## config.mk

```make
export PLATFORM = sky130hd
export DESIGN_NAME = irq_vector_unit
export DESIGN_NICKNAME = d
export VERILOG_FILES = /design/src/rtl/irq_vec_pkg.sv /design/src/rtl/irq_pend_bank.sv /design/src/rtl/irq_prio_pick.sv /design/src/rtl/irq_vec_ctrl.sv /design/src/rtl/irq_vector_unit.sv
export SDC_FILE = /design/constraint.sdc
export NUM_CORES = 1
export LEC_CHECK = 0
export ABC_AREA = 0
export CAP_MARGIN = 20
export CORE_ASPECT_RATIO = 0.8
export CORE_MARGIN = 5
export CORE_UTILIZATION = 51
export DETAILED_ROUTE_END_ITERATION = 8
export MAX_ROUTING_LAYER = met4
export PLACE_DENSITY = 0.91
export SYNTH_ARGS = -nofsm -noshare
export SYNTH_HDL_FRONTEND = slang
export SYNTH_SLANG_ARGS = --single-unit
```

## constraint.sdc

```tcl
create_clock -name clk -period 3 [get_ports clk]
set_input_delay 0.45 -clock clk [delete_from_list [all_inputs] [get_ports clk]]
set_output_delay 0.45 -clock clk [all_outputs]
set_load 0.1 [all_outputs]
```

## src/rtl/irq_vec_pkg.sv

```systemverilog
package irq_vec_pkg;
  localparam int NUM_CAT = 5;
  localparam int MSK_W   = 3;
  localparam int ID_W    = 3;
  localparam int CAT_MALF = NUM_CAT;
  typedef logic [ID_W-1:0] cat_id_t;
endpackage

```

## src/rtl/irq_pend_bank.sv

```systemverilog
module irq_pend_bank
  import irq_vec_pkg::*;
(
  input  logic               clk,
  input  logic               rst_n,
  input  logic [NUM_CAT-1:0] req_i,
  input  logic [NUM_CAT-1:0] clr_i,
  input  logic [MSK_W-1:0]   mask_i,
  output logic [NUM_CAT-1:0] pend_o,
  output logic [NUM_CAT-1:0] elig_o
);
  logic [NUM_CAT-1:0] pend_q;
  logic [NUM_CAT-1:0] pend_d;
  logic [NUM_CAT-1:0] pend_en;

  for (genvar i = 0; i < NUM_CAT; i++) begin : g_cat
    assign pend_en[i] = req_i[i] | clr_i[i];
    assign pend_d[i]  = req_i[i] | (pend_q[i] & ~clr_i[i]);

    always_ff @(posedge clk or negedge rst_n) begin
      if (!rst_n) pend_q[i] <= 1'b0;
      else if (pend_en[i]) pend_q[i] <= pend_d[i];
    end

    if (i >= 1 && i <= MSK_W) begin : g_maskable
      assign elig_o[i] = pend_q[i] & ~mask_i[i-1];
    end else begin : g_fixed
      assign elig_o[i] = pend_q[i];
    end

    // a request is remembered
    a_r2_set: assert property (@(posedge clk) disable iff (!rst_n)
      req_i[i] |=> pend_q[i]);
    // pending persists until cleared
    a_r2_hold: assert property (@(posedge clk) disable iff (!rst_n)
      (pend_q[i] && !clr_i[i]) |=> pend_q[i]);
  end

  assign pend_o = pend_q;
endmodule

```

## src/rtl/irq_prio_pick.sv

```systemverilog
module irq_prio_pick
  import irq_vec_pkg::*;
(
  input  logic [NUM_CAT-1:0] elig_i,
  output logic               valid_o,
  output cat_id_t            id_o
);
  always_comb begin
    valid_o = |elig_i;
    id_o    = '0;
    if (elig_i[NUM_CAT-1]) begin
      id_o = cat_id_t'(CAT_MALF);
    end else begin
      for (int k = NUM_CAT - 2; k >= 0; k--) begin
        if (elig_i[k]) id_o = cat_id_t'(k + 1);
      end
    end
  end
endmodule

```

## src/rtl/irq_vec_ctrl.sv

```systemverilog
module irq_vec_ctrl
  import irq_vec_pkg::*;
#(
  parameter int AW = 16
) (
  input  logic               clk,
  input  logic               rst_n,
  input  logic               mask_we_i,
  input  logic [MSK_W-1:0]   mask_wdata_i,
  input  logic               base_we_i,
  input  logic [AW-1:0]      base_wdata_i,
  input  logic               int_enable_i,
  input  logic               ack_i,
  input  logic               sel_valid_i,
  input  cat_id_t            sel_id_i,
  input  logic [NUM_CAT-1:0] elig_i,
  output logic [MSK_W-1:0]   mask_o,
  output logic [NUM_CAT-1:0] clr_o,
  output logic               fetch_o,
  output logic [AW-1:0]      addr_o,
  output cat_id_t            id_o
);
  logic [MSK_W-1:0] mask_q;
  logic [AW-1:0]    base_q;
  logic             ien_q, ien_d;
  logic             busy_q, busy_d;
  cat_id_t          cur_q, cur_d;
  logic             fetch_q;
  logic [AW-1:0]    addr_q, addr_d;
  logic             take;
  logic             done;

  always_comb begin
    take   = ien_q & ~busy_q & sel_valid_i;
    done   = ack_i & busy_q;
    ien_d  = ien_q;
    busy_d = busy_q;
    cur_d  = cur_q;
    addr_d = '0;
    clr_o  = '0;
    if (done) begin
      clr_o[cur_q - cat_id_t'(1)] = 1'b1;
      busy_d = 1'b0;
      cur_d  = '0;
    end
    if (int_enable_i) ien_d = 1'b1;
    if (take) begin
      ien_d  = 1'b0;
      busy_d = 1'b1;
      cur_d  = sel_id_i;
      addr_d = base_q + AW'(sel_id_i) - AW'(1);
    end
  end

  always_ff @(posedge clk or negedge rst_n) begin
    if (!rst_n) begin
      mask_q  <= '0;
      base_q  <= '0;
      ien_q   <= 1'b0;
      busy_q  <= 1'b0;
      cur_q   <= '0;
      fetch_q <= 1'b0;
      addr_q  <= '0;
    end else begin
      if (mask_we_i) mask_q <= mask_wdata_i;
      if (base_we_i) base_q <= base_wdata_i;
      ien_q   <= ien_d;
      busy_q  <= busy_d;
      cur_q   <= cur_d;
      fetch_q <= take;
      addr_q  <= addr_d;
    end
  end

  assign mask_o  = mask_q;
  assign fetch_o = fetch_q;
  assign addr_o  = addr_q;
  assign id_o    = cur_q;

  // strobe lasts one cycle
  a_r7_single_strobe: assert property (@(posedge clk) disable iff (!rst_n)
    fetch_q |=> !fetch_q);
  // nothing vectors while a category is in service
  a_r8_blocked_busy: assert property (@(posedge clk) disable iff (!rst_n)
    busy_q |=> !fetch_q);
  // enable dropped by the take
  a_r8_enable_cleared: assert property (@(posedge clk) disable iff (!rst_n)
    fetch_q |-> !ien_q);
  // entry address from base at decision time
  a_r6_entry_addr: assert property (@(posedge clk) disable iff (!rst_n)
    fetch_q |-> (addr_q == $past(base_q) + AW'(cur_q) - AW'(1)));
  // malfunction first
  a_r5_malf_first: assert property (@(posedge clk) disable iff (!rst_n)
    (fetch_q && $past(elig_i[NUM_CAT-1])) |-> (cur_q == cat_id_t'(CAT_MALF)));
  // external category beats all maskable ones
  a_r4_ext_unmasked: assert property (@(posedge clk) disable iff (!rst_n)
    (fetch_q && $past(elig_i[0]) && !$past(elig_i[NUM_CAT-1])) |-> (cur_q == cat_id_t'(1)));

  for (genvar k = 0; k < MSK_W; k++) begin : g_mask_chk
    // a suppressed category is never vectored
    a_r3_masked_skip: assert property (@(posedge clk) disable iff (!rst_n)
      (fetch_q && cur_q == cat_id_t'(k + 2)) |-> !$past(mask_q[k]));
  end
endmodule

```

## src/rtl/irq_vector_unit.sv

```systemverilog
module irq_vector_unit
  import irq_vec_pkg::*;
#(
  parameter int AW = 16
) (
  input  logic               clk,
  input  logic               rst_n,
  input  logic [NUM_CAT-1:0] req_i,
  input  logic               mask_we_i,
  input  logic [MSK_W-1:0]   mask_wdata_i,
  input  logic               base_we_i,
  input  logic [AW-1:0]      base_wdata_i,
  input  logic               int_enable_i,
  input  logic               ack_i,
  output logic               fetch_o,
  output logic [AW-1:0]      fetch_addr_o,
  output logic [ID_W-1:0]    fetch_id_o
);
  logic [NUM_CAT-1:0] pend;
  logic [NUM_CAT-1:0] elig;
  logic [NUM_CAT-1:0] clr;
  logic [MSK_W-1:0]   mask;
  logic               sel_valid;
  cat_id_t            sel_id;

  irq_pend_bank u_bank (
    .clk    (clk),
    .rst_n  (rst_n),
    .req_i  (req_i),
    .clr_i  (clr),
    .mask_i (mask),
    .pend_o (pend),
    .elig_o (elig)
  );

  irq_prio_pick u_pick (
    .elig_i  (elig),
    .valid_o (sel_valid),
    .id_o    (sel_id)
  );

  irq_vec_ctrl #(.AW(AW)) u_ctrl (
    .clk          (clk),
    .rst_n        (rst_n),
    .mask_we_i    (mask_we_i),
    .mask_wdata_i (mask_wdata_i),
    .base_we_i    (base_we_i),
    .base_wdata_i (base_wdata_i),
    .int_enable_i (int_enable_i),
    .ack_i        (ack_i),
    .sel_valid_i  (sel_valid),
    .sel_id_i     (sel_id),
    .elig_i       (elig),
    .mask_o       (mask),
    .clr_o        (clr),
    .fetch_o      (fetch_o),
    .addr_o       (fetch_addr_o),
    .id_o         (fetch_id_o)
  );

  // the vectored category was pending when the strobe rises
  a_r7_id_pending: assert property (@(posedge clk) disable iff (!rst_n)
    fetch_o |-> pend[fetch_id_o - 3'd1]);
  // idle acknowledge leaves pending flags alone
  a_r9_idle_ack: assert property (@(posedge clk) disable iff (!rst_n)
    (ack_i && fetch_id_o == 3'd0) |-> (clr == '0));
endmodule

```

# Word-level counts from Yosys, hierarchy flattened

Cells that the tools add are included.

Input bits: 30
Register bits: 46
Logic and storage cells: 66

Order comparisons: 2
Reductions and logical operators: 4
$add $sub $neg: 3
Bitwise operators: 30
Muxes and demuxes: 15

Operator list:

| kind                                                              | number |
|---|---|
| 2-to-1 mux 3 bit                                                  | 7 |
| adder 16 x 3 -> 16 bit                                            | 1 |
| 2-to-1 mux 16 bit                                                 | 1 |
| subtractor 16 x 1 -> 16 bit, second input constant                | 1 |
| bitwise AND 1 bit                                                 | 11 |
| bitwise OR 1 bit                                                  | 10 |
| inverter 1 bit                                                    | 9 |
| 2-to-1 mux 1 bit                                                  | 5 |
| 2-to-1 mux 5 bit                                                  | 1 |
| OR reduction 5 bit                                                | 1 |
| < comparator 3 x 4 -> 1 bit, second input constant                | 1 |
| nonzero test 2 bit                                                | 2 |
| demux 1 bit (select 3 bit)                                        | 1 |
| greater-or-equal comparator 3 x 1 -> 1 bit, second input constant | 1 |
| subtractor 3 x 1 -> 3 bit, second input constant                  | 1 |
| logical AND 1 bit                                                 | 1 |

# Depth between registers and ports, before layout

Gate-level depths: netlist of the first run.

Word-level depth: 10
Mapped depth: 13
Gate-level depth less buffers: 13

# By module

A second synthesis of the first run with hierarchy kept.

Cell total of the unflattened synthesis: 256
Area, all modules: 2,491.1 um^2

By module, submodules not included:

| module        | cells an instance | sequential area each (um^2) | instances | area an instance (um^2) |
|---|---|---|---|---|
| irq_vec_ctrl  | 228               | 1,026.0                     | 1         | 2,232.1 |
| irq_pend_bank | 20                | 125.1                       | 1         | 215.2 |
| irq_prio_pick | 8                 | 0.0                         | 1         | 43.8 |

# Least setup slack after synthesis of the first run

No wires, ideal clock.

Path kind: register -> register
Start: register u_ctrl.mask_q[0], in the netlist u_ctrl.mask_o[0]
End: register u_ctrl.addr_q[11], in the netlist u_ctrl.addr_o[11]
Library setup time: 132 ps
Arrival time: 2,517 ps
Path slack: 351 ps
Data required time: 2,868 ps
Cell stages (with the launch flop): 13
Buffers on the path: 0
Cell sequence: dfrtp_1 nand2b_1 a311oi_1 ha_1 inv_1 ha_1 fa_1 a21o_1 nand3_2 a31oi_2 a311oi_1 xor2_1 nor2_1

Longest elaborated chain between the ends: 8

Ends and longest elaborated chain:

| item                          | line                | text |
|---|---|---|
| start, declared               | irq_vec_ctrl.sv:23  | `logic [MSK_W-1:0] mask_q;` |
| start signal, assigned        | irq_vec_ctrl.sv:65  | `if (mask_we_i) mask_q <= mask_wdata_i;` |
| inverter 1 bit *              | irq_pend_bank.sv:26 | `assign elig_o[i] = pend_q[i] & ~mask_i[i-1];` |
| bitwise AND 1 bit *           | irq_pend_bank.sv:26 |  |
| 2-to-1 mux 3 bit (2 in a row) | irq_prio_pick.sv:15 | `if (elig_i[k]) id_o = cat_id_t'(k + 1);` |
| 2-to-1 mux 3 bit              | irq_prio_pick.sv:11 | `if (elig_i[NUM_CAT-1]) begin` |
| adder 16 x 3 -> 16 bit        | irq_vec_ctrl.sv:51  | `addr_d = base_q + AW'(sel_id_i) - AW'(1);` |
| subtractor 16 x 1 -> 16 bit   | irq_vec_ctrl.sv:51  |  |
| 2-to-1 mux 16 bit *           | irq_vec_ctrl.sv:47  | `if (take) begin` |
| named net u_ctrl.addr_d[11]   | irq_vec_ctrl.sv:29  | `logic [AW-1:0] addr_q, addr_d;` |
| end signal, assigned          | irq_vec_ctrl.sv:71  | `addr_q <= addr_d;` |
| end, declared                 | irq_vec_ctrl.sv:29  |  |

The timed path passes the listed nets; every way through them passes the cells marked *.
A chain may end at the register's enable or synchronous reset.

# Worst setup path in the final report of the first run

Same ends and word-level chain as after synthesis.

==> results.cfg, run 1 <==
[yosys]
yosysTopAreaCell = dfrtp_1
netlist_top_cells_area = dfrtp_1, ha_1, o21ai_0
synth_area_um2 = 2390
ys_seq_elements = 46
syn_inst = 247
yosysWarningCount = 0
synth_edf_count = 0
ys.flop_type = dfrtp_1
synth_top_area_share_pct = 48.1
synthArstFlopShare_pct = 100
seq_area_frac_synth_pct = 48.1
synthesis.nets = 296
synth_cell_types = 39
avgSynthCellArea_um2 = 9.70

[global_route]
antenna_found_initial = 0
grt_max_degree = 47
grt_pass1_vias = 1739
grt_pass1_wl_mm = 8.27
grtUsageTotal_pct = 17.5
grt_remaining_overflow = 0

[floorplanning]
core_um2 = 4570
die_area_um2 = 6170
floorplan.initialDensity_pct = 52.4
ios = 50
fp-row-count = 22
fp.dieW_um = 86.6
fp.dieH_um = 71.3

[power_and_ir_drop]
p_comb_share_pct = 55.7
swShare_pct = 51.6
vdd_ir_drop_max_uv = 734
power_leakage_nw = 1.45
p_per_area_nw_per_um2 = 911
clkPwrFrac_pct = 13.9
internal-power_w = 0.00133
switchingPower_w = 0.00142
seqPwrFrac_pct = 30.4

[setup_path]
worst-setup-path-type = reg2reg
worstSetupStartpointType = flip-flop
cpLargestDelayFamily = adder cells
crit_fanout = 4
path_cells = nand2b_1 > o21ai_1 > nand2_1 > ha_1 > inv_1 > ha_1 > fa_1 > a21o_1 > nand3_2 > a31oi_2 > a311oi_2 > xor2_1 > nor2_1
required_ns = 3.18
endpoint_kind = flip-flop
cp_common_cell = ha_1
arrival_ns = 3.08
crit_slowest_cell = fa_1
worst-path-buf-inv = 1
crit_path_max_incr_delay_ns = 0.41

[timing]
fin_skew_ns = 0.00566
slew_violations = 0
final.setup.worst_slack_ns = 0.103
fmax_mhz = 345
slew_headroom_pct = 62.9
setup_viol = 0
hold_ws_ns = 0.131
period_share_pct = 96.6
layout_min_cycle_time_ns = 2.90
worstMarginPinSlew_ns = 0.557
hold_violations = 0

[clock_network]
cts_num_sinks = 46
cts_root_buf = clkbuf_8
htree_levels = 2
clockBufferDepth = 2
clk_latency_ns = 0.29
post_cts_buffers = 0
numCtsBuffers = 5
cts_tree = done
cts.clk_slew.worst_paths_ns = 0.08

[routing]
viasPerCell = 5.24
route.detailed.drc = 0
drtIter0Drc = 132
wl_per_cell_um = 14.0
ant_nets = 0
vias = 1896
wirelength_mm = 5.05
dr.pass1.iters = 4

[status]
status = finished, final reports clean

[layout]
nets = 350
layout.cells.non_filler = 362
drive_above_1_share_pct = 14.6
diodes = 0
final_cell_mix = dfrtp_1, inv_1, clkdlybuf4s50_1, nand2_1, o21ai_0
syn_to_final_growth_pct = 26.5
final_common_cell = dfrtp_1

[run]
cap_violations = 0

[place]
io_buffer_count = 49
dp_slack_ns = 0.108
place_congestion = 0.872
dpl.hpwl_mm = 3.76
place_inst = 353

[hold_path]
hold_path.class = in2async
-- synth_stat cells, drive strengths merged, types with 2 or more instances --
| cell type | n |
|---|---|
| a21o | 10 |
| clkbuf | 4 |
| mux2 | 3 |
| ha | 18 |
| a21oi | 9 |
| nor2 | 21 |
| dfrtp | 46 |
| inv | 29 |
| xnor2 | 6 |
| nand3 | 7 |
| and2 | 2 |
| nor2b | 2 |
| xor2 | 7 |
| o21bai | 2 |
| and3 | 2 |
| nor3 | 5 |
| o21ai | 26 |
| a31oi | 5 |
| nand2b | 4 |
| nand2 | 26 |
| a311oi | 2 |
-- power by group through the flow --
stage	clock network [W]	registers (W)	logic [W]
floorplan	0	0.00159	0.000433
global placement	0	0.000845	0.00150
detailed placement	0	0.000851	0.00152
CTS	0.000385	0.000840	0.00153
global route	0.000410	0.000862	0.00162
finish	0.000384	0.000840	0.00154
-- worst paths after layout --
| path | from | to | slack (ns) | cells after the start |
|---|---|---|---|---|
| setup / recovery | u_ctrl.mask_o[0] | u_ctrl.addr_o[11] | 0.10 | 13 |
| hold / removal | rst_n | u_ctrl.base_q[11] | 0.13 | 1 |
| setup reg to reg | u_ctrl.mask_o[0] | u_ctrl.addr_o[11] | 0.10 | 13 |
| hold reg to reg | u_ctrl.mask_o[0] | u_ctrl.mask_o[0] | 0.51 | 1 |
| max in group asynchronous | rst_n | u_ctrl.addr_o[6] | 2.36 | 2 |
| min in group clk | u_ctrl.mask_o[0] | u_ctrl.mask_o[0] | 0.51 | 1 |
-- cell families after synthesis --
logic type                 count (synthesis)  share of synthesized area [%]
buffers and inverters                     34                           5.49
adders and majority gates                 19                           10.2
muxes                                      3                           1.41
xor gates and xnor gates                  13                           4.75
DFF                                       46                           48.1
and+or+nand+nor                           73                           14.2
AOI/OAI and AO/OA                         59                           15.9
-- area by class of cell --
| type | count | area [µm²] |
|---|---|---|
| clock buffer | 7 | 86.3 |
| clock inverter | 1 | 5.00 |
| fill | 389 | 1540 |
| inverter | 29 | 109 |
| multi-input combinational | 167 | 1120 |
| sequential | 46 | 1150 |
| tap | 60 | 75.1 |
| timing repair buffer | 52 | 478 |
-- flip-flops by register name, summed over array words and instances, names as in the netlist --
name / count
u_bank.elig_o: 2
u_ctrl.addr_o: 16
u_ctrl.mask_o: 3
u_ctrl.id_o: 3
u_ctrl.fetch_o: 1
u_ctrl.busy_q: 1
u_ctrl.ien_q: 1
u_ctrl.base_q: 16
u_bank.pend_o: 3
-- worst register-to-register path: cells and delay by family (launching register included) --
kind | cells | cell delay [ns]
fa+ha+maj | 3 | 0.91
xor+xnor | 1 | 0.17
compound gates | 4 | 0.90
flops | 1 | 0.37
simple gates | 4 | 0.40
buf+inv | 1 | 0.04
-- per-stage QoR --
stage | total power [W] | TNS (ns) | utilization, % | instance area, µm²
detailed placement | 0.00237 | 0 | 63.4 | 2900
floorplan | 0.00202 | 0 | - | 2390
CTS | 0.00275 | 0 | 65.4 | 2990
global placement | 0.00235 | 0 | 63.4 | 2900
global route | 0.00289 | -0.0257 | 66.3 | 3030
finish | 0.00276 | 0 | 66.3 | 3030
-- metal layers --
layer	GRT usage, %	wire length (µm)	vias to the layer above
li1	-	-	942
met1	26.3	2490	876
met2	23.7	2150	69
met3	3.33	327	9
met4	5.71	84	0
met5	-	0	-
-- timing repair --
| item | in CTS | in global routing |
|---|---|---|
| endpoints found under the setup margin | 0 | 1 |
| hold buffers | 0 | 0 |
| gates resized for setup | 0 | 2 |
(Power assumes the default switching activity.)
==> run 2, diff against run 1 <==
--- a/config.mk
+++ b/config.mk
@@ -7,12 +7,14 @@
 export LEC_CHECK = 0
 export ABC_AREA = 0
 export CAP_MARGIN = 20
+export CELL_PAD_IN_SITES_DETAIL_PLACEMENT = 2
+export CELL_PAD_IN_SITES_GLOBAL_PLACEMENT = 2
 export CORE_ASPECT_RATIO = 0.8
 export CORE_MARGIN = 5
-export CORE_UTILIZATION = 51
+export CORE_UTILIZATION = 31
 export DETAILED_ROUTE_END_ITERATION = 8
 export MAX_ROUTING_LAYER = met4
-export PLACE_DENSITY = 0.91
+export PLACE_DENSITY = 0.9
 export SYNTH_ARGS = -nofsm -noshare
 export SYNTH_HDL_FRONTEND = slang
 export SYNTH_SLANG_ARGS = --single-unit
==> results.cfg, run 2 (same netlist as run 1, synthesis figures left out) <==
[global_route]
grtUsageTotal_pct = 18.2
grt_pass1_wl_mm = 12.6
grt_max_degree = 47
grt_pass1_vias = 2307
grt_remaining_overflow = 0
antenna_found_initial = 0

[floorplanning]
fp.dieW_um = 108
die_area_um2 = 9590
fp.dieH_um = 88.6
core_um2 = 7460
ios = 50
floorplan.initialDensity_pct = 32.1
fp-row-count = 28

[routing]
dr.pass1.iters = 4
wl_per_cell_um = 20.0
wirelength_mm = 8.27
ant_nets = 0
route.detailed.drc = 0
drtIter0Drc = 71
vias = 2020
viasPerCell = 4.89

[setup_path]
worst-setup-path-type = reg2reg
arrival_ns = 3.13
endpoint_kind = flip-flop
crit_path_max_incr_delay_ns = 0.43
crit_fanout = 3
worstSetupStartpointType = flip-flop
cpLargestDelayFamily = compound AO/OA/AOI/OAI gates
worst-path-buf-inv = 3
path_cells = buf_4 > a311oi_4 > ha_2 > inv_1 > ha_2 > fa_2 > a21o_1 > nand3_2 > a31oi_4 > buf_4 > a211oi_2 > xnor2_1 > nor2_1
required_ns = 3.19
crit_slowest_cell = dfrtp_1

[clock_network]
clk_latency_ns = 0.31
numCtsBuffers = 5
cts_num_sinks = 46
cts_tree = done
hold_buffers = 0
cts_root_buf = clkbuf_8
cts.clk_slew.worst_paths_ns = 0.10
clockBufferDepth = 2
htree_levels = 2

[timing]
hold_violations = 0
slew_headroom_pct = 54.9
layout_min_cycle_time_ns = 2.94
setup_viol = 0
slew_violations = 0
fmax_mhz = 341
fin_skew_ns = 0.0141
period_share_pct = 97.9
worstMarginPinSlew_ns = 0.672

[power_and_ir_drop]
vdd_ir_drop_max_uv = 318
p_per_area_nw_per_um2 = 951
power_leakage_nw = 1.50
finalPower_w = 0.00307

[layout]
nets = 356
diodes = 0
final_common_cell = dfrtp_1
final_cell_mix = dfrtp_1, inv_1, clkdlybuf4s50_1, buf_4, nand2_1
drive_above_1_share_pct = 19.5
syn_to_final_growth_pct = 35.0
layout.cells.non_filler = 413

[place]
place_congestion = 0.788
place_inst = 398
dpl.hpwl_mm = 5.24
io_buffer_count = 49

[run]
cap_violations = 0

[hold_path]
hold_path.class = in2async

[status]
status = finished, final reports clean
[run 2: repair_timing]
action                                  CTS  global route
setup buffers                             0             6
endpoints found under the setup margin    2             7
resized for setup                         4            11
pin swaps                                 3             6
hold endpoints to repair                  0             0
[run 2: power by group]
| part | internal [W] | switching (W) |
|---|---|---|
| Clock | 0.000334 | 0.000224 |
| Sequential | 0.000768 | 0.0000880 |
| Combinational | 0.000407 | 0.00125 |
| Total | 0.00151 | 0.00156 |
[run 2: worst reg2reg max path, stage by stage (launching register included)]
cell and delay, ns:
dfrtp_1 0.43, buf_4 0.16, a311oi_4 0.34, ha_2 0.23, inv_1 0.05, ha_2 0.19, fa_2 0.36, a21o_1 0.22
nand3_2 0.12, a31oi_4 0.11, buf_4 0.16, a211oi_2 0.26, xnor2_1 0.16, nor2_1 0.05
[run 2: worst paths after layout]
| kind | end | start | slack (ns) | depth (start not counted) |
|---|---|---|---|---|
| max | u_ctrl.addr_o[15] | u_bank.pend_o[2] | 0.06 | 13 |
| min | u_ctrl.busy_q | rst_n | 0.05 | 1 |
| max reg2reg | u_ctrl.addr_o[15] | u_bank.pend_o[2] | 0.06 | 13 |
| min reg2reg | u_ctrl.base_q[15] | u_ctrl.base_q[15] | 0.54 | 1 |
| max in group asynchronous | u_ctrl.base_q[4] | rst_n | 2.44 | 2 |
| min in group clk | u_ctrl.base_q[15] | u_ctrl.base_q[15] | 0.54 | 1 |
[run 2: stage by stage]
stage	utilization, %	TNS (ns)	instance area (µm²)	setup WS (ns)	hold slack [ns]
after global routing	43.3	-0.172	3230	-0.111	0.0665
final	43.3	0	3230	0.0639	0.0472
after detailed placement	39.6	-0.0807	2950	-0.0807	0.496
after floorplan	-	0	2390	0.351	0.154
after CTS	41.7	0	3110	0.0186	0.361
after global placement	39.6	0	2950	0.184	0.469
[run 2: metal layers]
layer | part of all wire, % | GRT usage (%)
met1 | 42 | 20.5
met2 | 54 | 33.8
met3 | 2.9 | 3.14
met4 | 0.97 | 4.13
met5 | 0 | -
[run 2: final cells by class]
type | count | area (µm²)
sequential | 46 | 1150
clock buffer | 5 | 68.8
fill | 801 | 4230
multi-input combinational | 167 | 1190
inverter | 29 | 109
clock inverter | 3 | 68.8
timing repair buffer | 58 | 515
tap | 105 | 131
==> run 3, diff against run 2 <==
--- a/config.mk
+++ b/config.mk
@@ -15,6 +15,7 @@
 export DETAILED_ROUTE_END_ITERATION = 8
 export MAX_ROUTING_LAYER = met4
 export PLACE_DENSITY = 0.9
+export SETUP_SLACK_MARGIN = 0.1
 export SYNTH_ARGS = -nofsm -noshare
 export SYNTH_HDL_FRONTEND = slang
 export SYNTH_SLANG_ARGS = --single-unit
==> results.cfg, run 3 (same netlist as run 1, synthesis figures left out) <==
[status]
status = finished, final reports clean

[routing]
dr_wl_met2_mm = 4.55
highest_layer = met4
dr.pass1.iters = 4
wirelength_mm = 8.59
vias = 2046
drtIter0Drc = 69
wl_met1_mm = 3.59
wl_per_cell_um = 20.7
ant_nets = 0
route.detailed.drc = 0
wl_met3_um = 266
viasPerCell = 4.93

[clock_network]
cts_root_buf = clkbuf_8
htree_levels = 2
clockBufferDepth = 2
cts.clk_slew.worst_paths_ns = 0.10
cts_tree = done
clk_latency_ns = 0.31
numCtsBuffers = 5
hold_buffers = 0
cts_num_sinks = 46

[timing]
rsz0062_at_grt = yes
slew_violations = 0
worstMarginPinSlew_ns = 0.756
slew_headroom_pct = 49.3
setup_viol = 0
hold_ws_ns = 0.0388
fin_skew_ns = 0.0125
period_share_pct = 96.9
layout_min_cycle_time_ns = 2.91
fmax_mhz = 344
hold_violations = 0

[floorplanning]
fp-row-count = 28
die_area_um2 = 9590
ios = 50
core_um2 = 7460
fp.dieW_um = 108
floorplan.initialDensity_pct = 32.1
fp.dieH_um = 88.6

[power_and_ir_drop]
power_leakage_nw = 1.53
p_per_area_nw_per_um2 = 952
vdd_ir_drop_max_uv = 327

[global_route]
grt_max_degree = 47
grt_remaining_overflow = 0
grt_pass1_wl_mm = 12.7
antenna_found_initial = 0
grt_pass1_vias = 2337
grtUsageTotal_pct = 18.2

[setup_path]
worstSetupStartpointType = flip-flop
required_ns = 3.19
crit_fanout = 4
arrival_ns = 3.10
endpoint_kind = flip-flop
worst-setup-path-type = reg2reg

[hold_path]
hold_path.class = in2async

[layout]
final_util_pct = 43.8
nFillCells = 793
fin_area_um2 = 3270
final_common_cell = dfrtp_1
layout.cells.non_filler = 415
syn_to_final_growth_pct = 36.5
diodes = 0
drive_above_1_share_pct = 21.3
final_cell_mix = dfrtp_1, buf_4, clkdlybuf4s50_1, inv_1, nand2_1
nets = 358

[run]
cap_violations = 0

[place]
place_congestion = 0.788
io_buffer_count = 49
place_inst = 398
post_dp_cell_area_um2 = 2950
dpl.hpwl_mm = 5.24
-- run 3: cell count changes in the layout (fill, tap and decap cells not counted), sizes merged --
cell	before	now
buf	30	32
-- run 3: worst paths after layout --
path	start	endpoint	slack (ns)	cells past startpoint
setup / recovery	u_ctrl.mask_o[0]	u_ctrl.addr_o[13]	0.09	14
hold / removal	rst_n	u_ctrl.busy_q	0.04	1
setup reg to reg	u_ctrl.mask_o[0]	u_ctrl.addr_o[13]	0.09	14
hold reg to reg	u_ctrl.base_q[15]	u_ctrl.base_q[15]	0.54	1
max in group asynchronous	rst_n	u_ctrl.base_q[4]	2.45	2
min in group clk	u_ctrl.base_q[15]	u_ctrl.base_q[15]	0.54	1
-- run 3: final cells by class --
cell class / count / area, µm² / area share, %
clock buffer: 5 / 68.8 / 2.11
inverter: 29 / 109 / 3.33
clock inverter: 3 / 68.8 / 2.11
sequential: 46 / 1150 / 35.2
timing repair buffer: 60 / 531 / 16.2
tap: 105 / 131 / 4.02
multi-input combinational: 167 / 1210 / 37.0
-- run 3: metal layers --
layer | vias to the layer above | GRT usage [%]
li1 | 954 | -
met1 | 1034 | 20.5
met2 | 45 | 33.7
met3 | 13 | 3.14
met4 | 0 | 4.70
met5 | - | -
-- run 3: metrics by stage --
| stage | total power (W) | setup slack [ns] | setup TNS (ns) |
|---|---|---|---|
| after global routing | 0.00324 | -0.0682 | -0.154 |
| after global placement | 0.00238 | 0.184 | 0 |
| after CTS | 0.00304 | 0.0473 | 0 |
| after floorplan | 0.00202 | 0.351 | 0 |
| final | 0.00311 | 0.0943 | 0 |
| after detailed placement | 0.00243 | -0.0807 | -0.0807 |
-- run 3: critical path: stages, from the launching register on --
cell      delay [ns]
dfrtp_1         0.39
nand2b_4        0.16
o21ai_2         0.09
nor3_1          0.22
nor2_1          0.11
ha_1            0.31
inv_2           0.06
fa_2            0.40
a21o_1          0.20
nand3_2         0.13
a31oi_4         0.12
buf_4           0.16
a31oi_1         0.23
xor2_1          0.17
nor2_1          0.07
-- run 3: timing repair --
| action | CTS | global route |
|---|---|---|
| endpoints found under the setup margin | 9 | 8 |
| gates cloned | 0 | 0 |
| pin swaps | 3 | 12 |
| resized for setup | 6 | 14 |
| setup buffers | 0 | 8 |
-- run 3: power breakdown --
group | total [W] | switching (W) | internal (W) | leakage (nW)
Sequential | 0.000859 | 0.0000912 | 0.000768 | 0.561
Clock | 0.000561 | 0.000227 | 0.000334 | 0.0683
Combinational | 0.00169 | 0.00127 | 0.000416 | 0.896
